$ cat src/rtl/evt_ctr_pkg.sv
package evt_ctr_pkg;
  localparam int SEL_W = 5;

  // control word bit positions
  localparam int CW_SEL     = 0;
  localparam int CW_EN      = 8;
  localparam int CW_RST     = 9;
  localparam int CW_CHAIN   = 10;
  localparam int CW_DUR     = 11;
  localparam int CW_FREE    = 12;
  localparam int CW_IDLE    = 13;
  localparam int CW_IRQ     = 14;
  localparam int CW_DBG     = 15;
  localparam int CW_RESTART = 16;
  localparam int CW_OVF     = 24;

  // word addresses
  localparam int A_GLB   = 0;
  localparam int A_GEN   = 1;
  localparam int A_GRST  = 2;
  localparam int A_FLAG  = 3;
  localparam int A_MATCH = 8;
  localparam int A_CTL   = 16;
  localparam int A_CNT   = 24;

  typedef struct packed {
    logic             restart;
    logic             dbgEn;
    logic             irqEn;
    logic             idleOk;
    logic             freeRun;
    logic             dur;
    logic             chain;
    logic             en;
    logic [SEL_W-1:0] sel;
  } ctrCfg_t;

  typedef struct packed {
    logic clr;
    logic ovClr;
  } ctrStb_t;
endpackage

$ cat src/rtl/evt_ctr_ctrl.sv
module evt_ctr_ctrl
  import evt_ctr_pkg::*;
#(
  parameter int NUM_CTR = 8,
  parameter int NUM_TMR = 2,
  parameter int CNT_W   = 32,
  parameter int DATA_W  = 32,
  parameter int ADDR_W  = 5
) (
  input  logic                             clk,
  input  logic                             rstN,
  input  logic                             wrEn,
  input  logic                             rdEn,
  input  logic [ADDR_W-1:0]                addr,
  input  logic [DATA_W-1:0]                wrData,
  output logic [DATA_W-1:0]                rdData,
  input  logic [NUM_CTR-1:0][CNT_W-1:0]    cntVal,
  input  logic [NUM_CTR-1:0]               ovFlag,
  input  logic [NUM_TMR-1:0]               hit,
  output ctrCfg_t [NUM_CTR-1:0]            cfg,
  output ctrStb_t [NUM_CTR-1:0]            stb,
  output logic                             glbEn,
  output logic [NUM_TMR-1:0][CNT_W-1:0]    matchVal,
  output logic [NUM_TMR-1:0]               matchFlag,
  output logic                             irq
);
  function automatic logic [DATA_W-1:0] packCw(input ctrCfg_t c, input logic ov);
    logic [DATA_W-1:0] w;
    w = '0;
    w[CW_SEL +: SEL_W] = c.sel;
    w[CW_EN]      = c.en;
    w[CW_CHAIN]   = c.chain;
    w[CW_DUR]     = c.dur;
    w[CW_FREE]    = c.freeRun;
    w[CW_IDLE]    = c.idleOk;
    w[CW_IRQ]     = c.irqEn;
    w[CW_DBG]     = c.dbgEn;
    w[CW_RESTART] = c.restart;
    w[CW_OVF]     = ov;
    return w;
  endfunction

  function automatic ctrCfg_t unpackCw(input logic [DATA_W-1:0] w);
    ctrCfg_t c;
    c.sel     = w[CW_SEL +: SEL_W];
    c.en      = w[CW_EN];
    c.chain   = w[CW_CHAIN];
    c.dur     = w[CW_DUR];
    c.freeRun = w[CW_FREE];
    c.idleOk  = w[CW_IDLE];
    c.irqEn   = w[CW_IRQ];
    c.dbgEn   = w[CW_DBG];
    c.restart = w[CW_RESTART];
    return c;
  endfunction

  logic                  flagClrWr;
  logic [DATA_W-1:0]     rdMux;
  logic [NUM_TMR-1:0]    irqMask;

  assign flagClrWr = wrEn && (addr == ADDR_W'(A_FLAG));

  // strobes towards the datapath
  always_comb begin
    for (int m = 0; m < NUM_CTR; m++) begin
      stb[m].clr   = wrEn && (((addr == ADDR_W'(A_CTL + m)) && wrData[CW_RST]) ||
                              ((addr == ADDR_W'(A_GRST)) && wrData[m]));
      stb[m].ovClr = rdEn && (addr == ADDR_W'(A_CNT + m));
    end
  end

  always_ff @(posedge clk) begin
    if (!rstN) begin
      glbEn     <= 1'b0;
      cfg       <= '0;
      matchVal  <= '0;
      matchFlag <= '0;
    end else begin
      if (wrEn && addr == ADDR_W'(A_GLB)) glbEn <= wrData[0];
      for (int m = 0; m < NUM_CTR; m++) begin
        if (wrEn && addr == ADDR_W'(A_CTL + m)) cfg[m] <= unpackCw(wrData);
        else if (wrEn && addr == ADDR_W'(A_GEN)) cfg[m].en <= wrData[m];
      end
      for (int t = 0; t < NUM_TMR; t++) begin
        if (wrEn && addr == ADDR_W'(A_MATCH + t)) matchVal[t] <= wrData[CNT_W-1:0];
        matchFlag[t] <= hit[t] | (matchFlag[t] & ~(flagClrWr & wrData[t]));
      end
    end
  end

  always_comb begin
    for (int t = 0; t < NUM_TMR; t++) irqMask[t] = matchFlag[t] & cfg[t].irqEn;
  end
  assign irq = |irqMask;

  // read multiplexer
  always_comb begin
    rdMux = '0;
    if (addr == ADDR_W'(A_GLB)) rdMux[0] = glbEn;
    if (addr == ADDR_W'(A_GEN))
      for (int m = 0; m < NUM_CTR; m++) rdMux[m] = cfg[m].en;
    if (addr == ADDR_W'(A_FLAG)) rdMux[NUM_TMR-1:0] = matchFlag;
    for (int t = 0; t < NUM_TMR; t++)
      if (addr == ADDR_W'(A_MATCH + t)) rdMux[CNT_W-1:0] = matchVal[t];
    for (int m = 0; m < NUM_CTR; m++) begin
      if (addr == ADDR_W'(A_CTL + m)) rdMux = packCw(cfg[m], ovFlag[m]);
      if (addr == ADDR_W'(A_CNT + m)) rdMux[CNT_W-1:0] = cntVal[m];
    end
  end

  always_ff @(posedge clk) begin
    if (!rstN) rdData <= '0;
    else if (rdEn) rdData <= rdMux;
  end
endmodule

$ cat src/rtl/evt_ctr_dp.sv
module evt_ctr_dp
  import evt_ctr_pkg::*;
#(
  parameter int NUM_CTR = 8,
  parameter int NUM_TMR = 2,
  parameter int NUM_EVT = 32,
  parameter int CNT_W   = 32
) (
  input  logic                          clk,
  input  logic                          rstN,
  input  logic [NUM_EVT-1:0]            evtIn,
  input  logic                          cpuHalt,
  input  logic                          cpuIdle,
  input  logic                          glbEn,
  input  ctrCfg_t [NUM_CTR-1:0]         cfg,
  input  ctrStb_t [NUM_CTR-1:0]         stb,
  input  logic [NUM_TMR-1:0][CNT_W-1:0] matchVal,
  output logic [NUM_CTR-1:0][CNT_W-1:0] cntVal,
  output logic [NUM_CTR-1:0]            ovFlag,
  output logic [NUM_TMR-1:0]            hit,
  output logic                          dbgTrig
);
  logic [NUM_EVT-1:0] evtPrev;
  logic [NUM_CTR-1:0] inc;
  logic [NUM_CTR-1:0] wrap;
  logic [NUM_CTR-1:0] reload;
  logic [NUM_TMR-1:0] dbgHit;

  // increment decision with carry ripple from lower neighbour
  always_comb begin
    logic lowWrap, evtNow, evtOld, src, active;
    lowWrap = 1'b0;
    for (int m = 0; m < NUM_CTR; m++) begin
      evtNow = 1'b0;
      evtOld = 1'b0;
      for (int e = 0; e < NUM_EVT; e++) begin
        if (cfg[m].sel == SEL_W'(e)) begin
          evtNow = evtIn[e];
          evtOld = evtPrev[e];
        end
      end
      active = glbEn & cfg[m].en & (~cpuHalt | cfg[m].freeRun) &
               (~cpuIdle | cfg[m].idleOk);
      src = cfg[m].dur ? evtNow : (evtNow & ~evtOld);
      if (m != 0 && cfg[m].chain) src = lowWrap;
      inc[m]  = active & src & ~stb[m].clr;
      wrap[m] = inc[m] & (&cntVal[m]);
      lowWrap = wrap[m];
    end
  end

  always_comb begin
    reload = '0;
    for (int t = 0; t < NUM_TMR; t++) begin
      hit[t]    = inc[t] && ((cntVal[t] + CNT_W'(1)) == matchVal[t]);
      reload[t] = hit[t] & cfg[t].restart;
      dbgHit[t] = hit[t] & cfg[t].dbgEn;
    end
  end

  always_ff @(posedge clk) begin
    if (!rstN) begin
      cntVal  <= '0;
      ovFlag  <= '0;
      evtPrev <= '0;
      dbgTrig <= 1'b0;
    end else begin
      evtPrev <= evtIn;
      dbgTrig <= |dbgHit;
      for (int m = 0; m < NUM_CTR; m++) begin
        if (stb[m].clr || reload[m]) cntVal[m] <= '0;
        else if (inc[m])             cntVal[m] <= cntVal[m] + CNT_W'(1);
        ovFlag[m] <= wrap[m] | (ovFlag[m] & ~stb[m].ovClr);
      end
    end
  end
endmodule

$ cat src/rtl/evt_ctr_bank.sv
module evt_ctr_bank
  import evt_ctr_pkg::*;
#(
  parameter int NUM_CTR = 8,
  parameter int NUM_TMR = 2,
  parameter int NUM_EVT = 32,
  parameter int CNT_W   = 32,
  parameter int DATA_W  = 32,
  parameter int ADDR_W  = 5
) (
  input  logic               clk,
  input  logic               rstN,
  input  logic               wrEn,
  input  logic               rdEn,
  input  logic [ADDR_W-1:0]  addr,
  input  logic [DATA_W-1:0]  wrData,
  output logic [DATA_W-1:0]  rdData,
  input  logic [NUM_EVT-1:0] evtIn,
  input  logic               cpuHalt,
  input  logic               cpuIdle,
  output logic               irq,
  output logic               dbgTrig
);
  ctrCfg_t [NUM_CTR-1:0]         cfg;
  ctrStb_t [NUM_CTR-1:0]         stb;
  logic                          glbEn;
  logic [NUM_TMR-1:0][CNT_W-1:0] matchVal;
  logic [NUM_TMR-1:0]            matchFlag;
  logic [NUM_CTR-1:0][CNT_W-1:0] cntVal;
  logic [NUM_CTR-1:0]            ovFlag;
  logic [NUM_TMR-1:0]            hit;

  evt_ctr_ctrl #(
    .NUM_CTR(NUM_CTR), .NUM_TMR(NUM_TMR), .CNT_W(CNT_W),
    .DATA_W(DATA_W), .ADDR_W(ADDR_W)
  ) u_ctrl (
    .clk(clk), .rstN(rstN), .wrEn(wrEn), .rdEn(rdEn), .addr(addr),
    .wrData(wrData), .rdData(rdData), .cntVal(cntVal), .ovFlag(ovFlag),
    .hit(hit), .cfg(cfg), .stb(stb), .glbEn(glbEn), .matchVal(matchVal),
    .matchFlag(matchFlag), .irq(irq)
  );

  evt_ctr_dp #(
    .NUM_CTR(NUM_CTR), .NUM_TMR(NUM_TMR), .NUM_EVT(NUM_EVT), .CNT_W(CNT_W)
  ) u_dp (
    .clk(clk), .rstN(rstN), .evtIn(evtIn), .cpuHalt(cpuHalt),
    .cpuIdle(cpuIdle), .glbEn(glbEn), .cfg(cfg), .stb(stb),
    .matchVal(matchVal), .cntVal(cntVal), .ovFlag(ovFlag), .hit(hit),
    .dbgTrig(dbgTrig)
  );
endmodule

$ cat config.mk
export PLATFORM = sky130hd
export DESIGN_NAME = evt_ctr_bank
export DESIGN_NICKNAME = d
export VERILOG_FILES = /design/src/rtl/evt_ctr_pkg.sv /design/src/rtl/evt_ctr_ctrl.sv /design/src/rtl/evt_ctr_dp.sv /design/src/rtl/evt_ctr_bank.sv
export SDC_FILE = /design/constraint.sdc
export NUM_CORES = 2
export LEC_CHECK = 0
export BUFFER_PORTS_ARGS = -buffer_cell sky130_fd_sc_hd__buf_2
export CELL_PAD_IN_SITES_DETAIL_PLACEMENT = 0
export CELL_PAD_IN_SITES_GLOBAL_PLACEMENT = 1
export CORE_AREA = 2 2 285 287
export CTS_CLUSTER_DIAMETER = 60
export DETAILED_ROUTE_END_ITERATION = 10
export DIE_AREA = 0 0 287 289
export PLACE_DENSITY_LB_ADDON = 0.08
export SYNTH_ARGS = -nofsm -noshare
export SYNTH_HDL_FRONTEND = slang
export SYNTH_SLANG_ARGS = --single-unit
$ cat constraint.sdc
create_clock -name clk -period 4.05 [get_ports clk]
set_input_delay 0.81 -clock clk [delete_from_list [all_inputs] [get_ports clk]]
set_output_delay 0.81 -clock clk [all_outputs]
set_load 0.05 [all_outputs]
==> impl_metrics.ini <==
[yosys]
synth_nets = 4713
synth.distinct_cells = 92
synth_top_family_by_area = simple AND/OR/NAND/NOR gates
netlist.area_leader.share_pct = 29.3
synth-main-ff-cell = dfxtp_1
synth_largest_area_cell = dfxtp_1
syn-cell-area_mm2 = 0.0342
synth-simple-area-share_pct = 28.8
synth-compound-area-share_pct = 25.0
synth.most_common_cell = nand2_1
ys_ff_latch = 500
synth_area_leaders = dfxtp_1, nand2_1, xnor2_1
synthesis.instances = 4630
synthAdderAreaFrac_pct = 0.293
synth-xor-area-share_pct = 6.56
synth-edff-count = 0
ys_seq_area_share_pct = 29.3
async_flop_share_pct = 0
synth_commonest_cells = nand2_1, dfxtp_1, nor2_1, clkbuf_1, a21oi_1
synthMuxAreaShare_pct = 4.16
avgSynthCellArea_um2 = 7.38
yosys_warnings = 0

[pwr]
leakagePower_nw = 16.1
internal-power_mw = 9.34
p_sw_share_pct = 27.1
p_seq_share_pct = 39.2
peakVddDrop_mv = 0.391
power_density_mw_per_mm2 = 289
clockPowerShare_pct = 51.0
power.switching_mw = 3.47
pwr-share-comb_pct = 9.8

[global_routing]
overflow = 0
grt_max_degree = 133
grt_pass1_wl_um = 248000
antenna_found_initial = 4
track_usage_pct = 40.1
grt_pass1_vias = 36100

[timing]
rsz0062_at_grt = true
finalMaxSlewViolations = 0
max_freq_mhz = 247
finalCriticalPeriod_ns = 4.04
period_share_pct = 99.8
fin_ws_ns = 0.00939
hold_viol = 0
tightest_slew_ns = 1.17
max_slew_margin_pct = 21.7
clock_skew_ns = 0.0600
setup-violations-final = 0

[critical_path]
path_cells = buf_12 -> mux4_2 -> mux2i_4 -> nor3_2 -> o22ai_1 -> a211oi_2 -> o211ai_1 -> a311oi_2 -> or4_4 -> a211oi_4 -> buf_12 -> buf_8 -> o21ai_1 -> or4_4 -> a21oi_2
critPathSlowestCell = or4_4
cpPeakStageDelay_ns = 0.57
start_kind = flop
worstPathArrival_ns = 4.63
crit_path_end_kind = flop
critPathKind = reg -> reg
path_max_fanout = 5
crit_required_ns = 4.64

[cts]
max-clock-path-buffers = 3
numCtsBuffers = 70
htreeDepth = 3
cts_tree = yes
clkSinkCount = 500
clkTransAtPathRegs_ns = 0.06
cts_root_buffer = clkbuf_16
hold_buffers = 0
insertion_delay_ns = 0.65

[run_status]
status = complete, no violations

[layout]
area_growth_pct = 29.6
fin_util_pct = 55.4
drive_above_1_share_pct = 22.9
final_area_mm2 = 0.0443
fin_nets = 5310

[route]
vias = 39500
routedWlPerCell_um = 27.1
drtIter0Drc = 4817
post-route-drc-count = 0
wl_um = 172000
drtPass1Iterations = 9
drtAntennaViolNets = 0
vias_per_cell = 6.23

[place]
hpwlAfterDp_um = 134000
placed_area_mm2 = 0.0411
gp_congestion = 1.04
io_buffer_count = 108
pre_cts_slack_ns = -0.681

[floorplanning]
dieHeight_um = 289
core.rowCount = 104
initial_core_util_pct = 42.8
die_area_mm2 = 0.0829
die_x_um = 287
ios = 109
core_mm2 = 0.0799

[hold_path]
hp-class = in -> reg

[flow_run]
drv_cap = 0
==> stage by stage <==
step / power, mW / hold WS (ns) / std cells / TNS (ns)
after floorplan: 5.61 / 0.439 / 4630 / 0
after global placement: 6.33 / 0.451 / 6200 / -86.33
after detailed placement: 6.32 / 0.461 / 6200 / -85.96
after CTS: 12.8 / 0.392 / 6330 / 0
after global routing: 13.1 / 0.417 / 6340 / -0.177
final: 12.8 / 0.416 / 6345 / 0
==> registers in the layout, indices dropped and copies added, names as in the netlist <==
name and cells:
u_dp.ovFlag 8, u_ctrl.matchVal 64, u_ctrl.cfg 104, u_ctrl.matchFlag 2, u_dp.evtPrev 32, u_ctrl.rdData 32, u_dp.dbgTrig 1, u_dp.cntVal 256
u_ctrl.glbEn 1
==> final cells by class <==
class	count	area (um^2)
multi-input cells	3608	22700
diodes	5	12.5
fillers	7824	35600
flip-flops and latches	500	10100
inverters	118	454
clock inverters	31	515
clock buffers	94	1930
repair buffers	929	7290
well taps	1060	1330
==> logic make-up after synthesis <==
group / Yosys count
muxes: 130
buffers and inverters: 523
DFF: 500
xor gates and xnor gates: 256
AOI/OAI and AO/OA: 1219
adders and majority gates: 8
and+or+nand+nor: 1994
==> worst paths after layout <==
| path | start | slack, ns | depth (start not counted) | to |
|---|---|---|---|---|
| max reg2reg | u_dp.evtPrev[7]$_SDFF_PN0_ | 0.009 | 15 | u_dp.cntVal[254]$_SDFFE_PP0P_ |
| min reg2reg | u_ctrl.cfg[88]$_SDFFE_PN0P_ | 0.47 | 2 | u_ctrl.cfg[88]$_SDFFE_PN0P_ |
| max | u_dp.evtPrev[7]$_SDFF_PN0_ | 0.009 | 15 | u_dp.cntVal[254]$_SDFFE_PP0P_ |
| min | wrData[20] | 0.42 | 3 | u_ctrl.matchVal[52]$_SDFFE_PN0P_ |
==> worst max-delay path, delay by kind of cell, from the launching register on <==
kind	cells	cell delay, ns
muxes	2	0.70
DFF	1	0.45
buffers and inverters	3	0.48
and+or+nand+nor	3	1.17
AOI/OAI and AO/OA	7	1.18
==> power groups by stage <==
stage,Sequential (mW),Combinational [mW],Clock [mW]
floorplan,5.13,0.482,0
global route,5.02,1.28,6.80
global placement,5.13,1.20,0
finish,5.02,1.25,6.53
CTS,5.02,1.20,6.60
detailed placement,5.13,1.19,0
==> timing repair <==
action	4_1_cts	5_1_grt
setup buffers	4	12
gates cloned	1	0
gates resized for setup	34	108
pin swaps	6	33
endpoints found under the setup margin	208	198
==> layout by cell type, fill, tap and decap left out, drive strengths merged, types with 84 or more instances in the layout <==
master  instances
xnor2         172
dfxtp         500
mux2i         105
buf           929
nor2          383
nand3         176
nor3          127
nand4          88
o21ai         200
nand2         660
xor2           84
inv           117
clkbuf         94
a21oi         227
a21boi        178
==> metal layers <==
| layer | track usage, % | vias up | part of all wire (%) |
|---|---|---|---|
| met5 | 0 | - | 0 |
| met1 | 53.2 | 18900 | 41 |
| li1 | - | 18000 | - |
| met3 | 5.10 | 557 | 7.8 |
| met4 | 26.7 | 0 | 8.2 |
| met2 | 61.1 | 2130 | 43 |
Power figures use the tool's default switching activity.
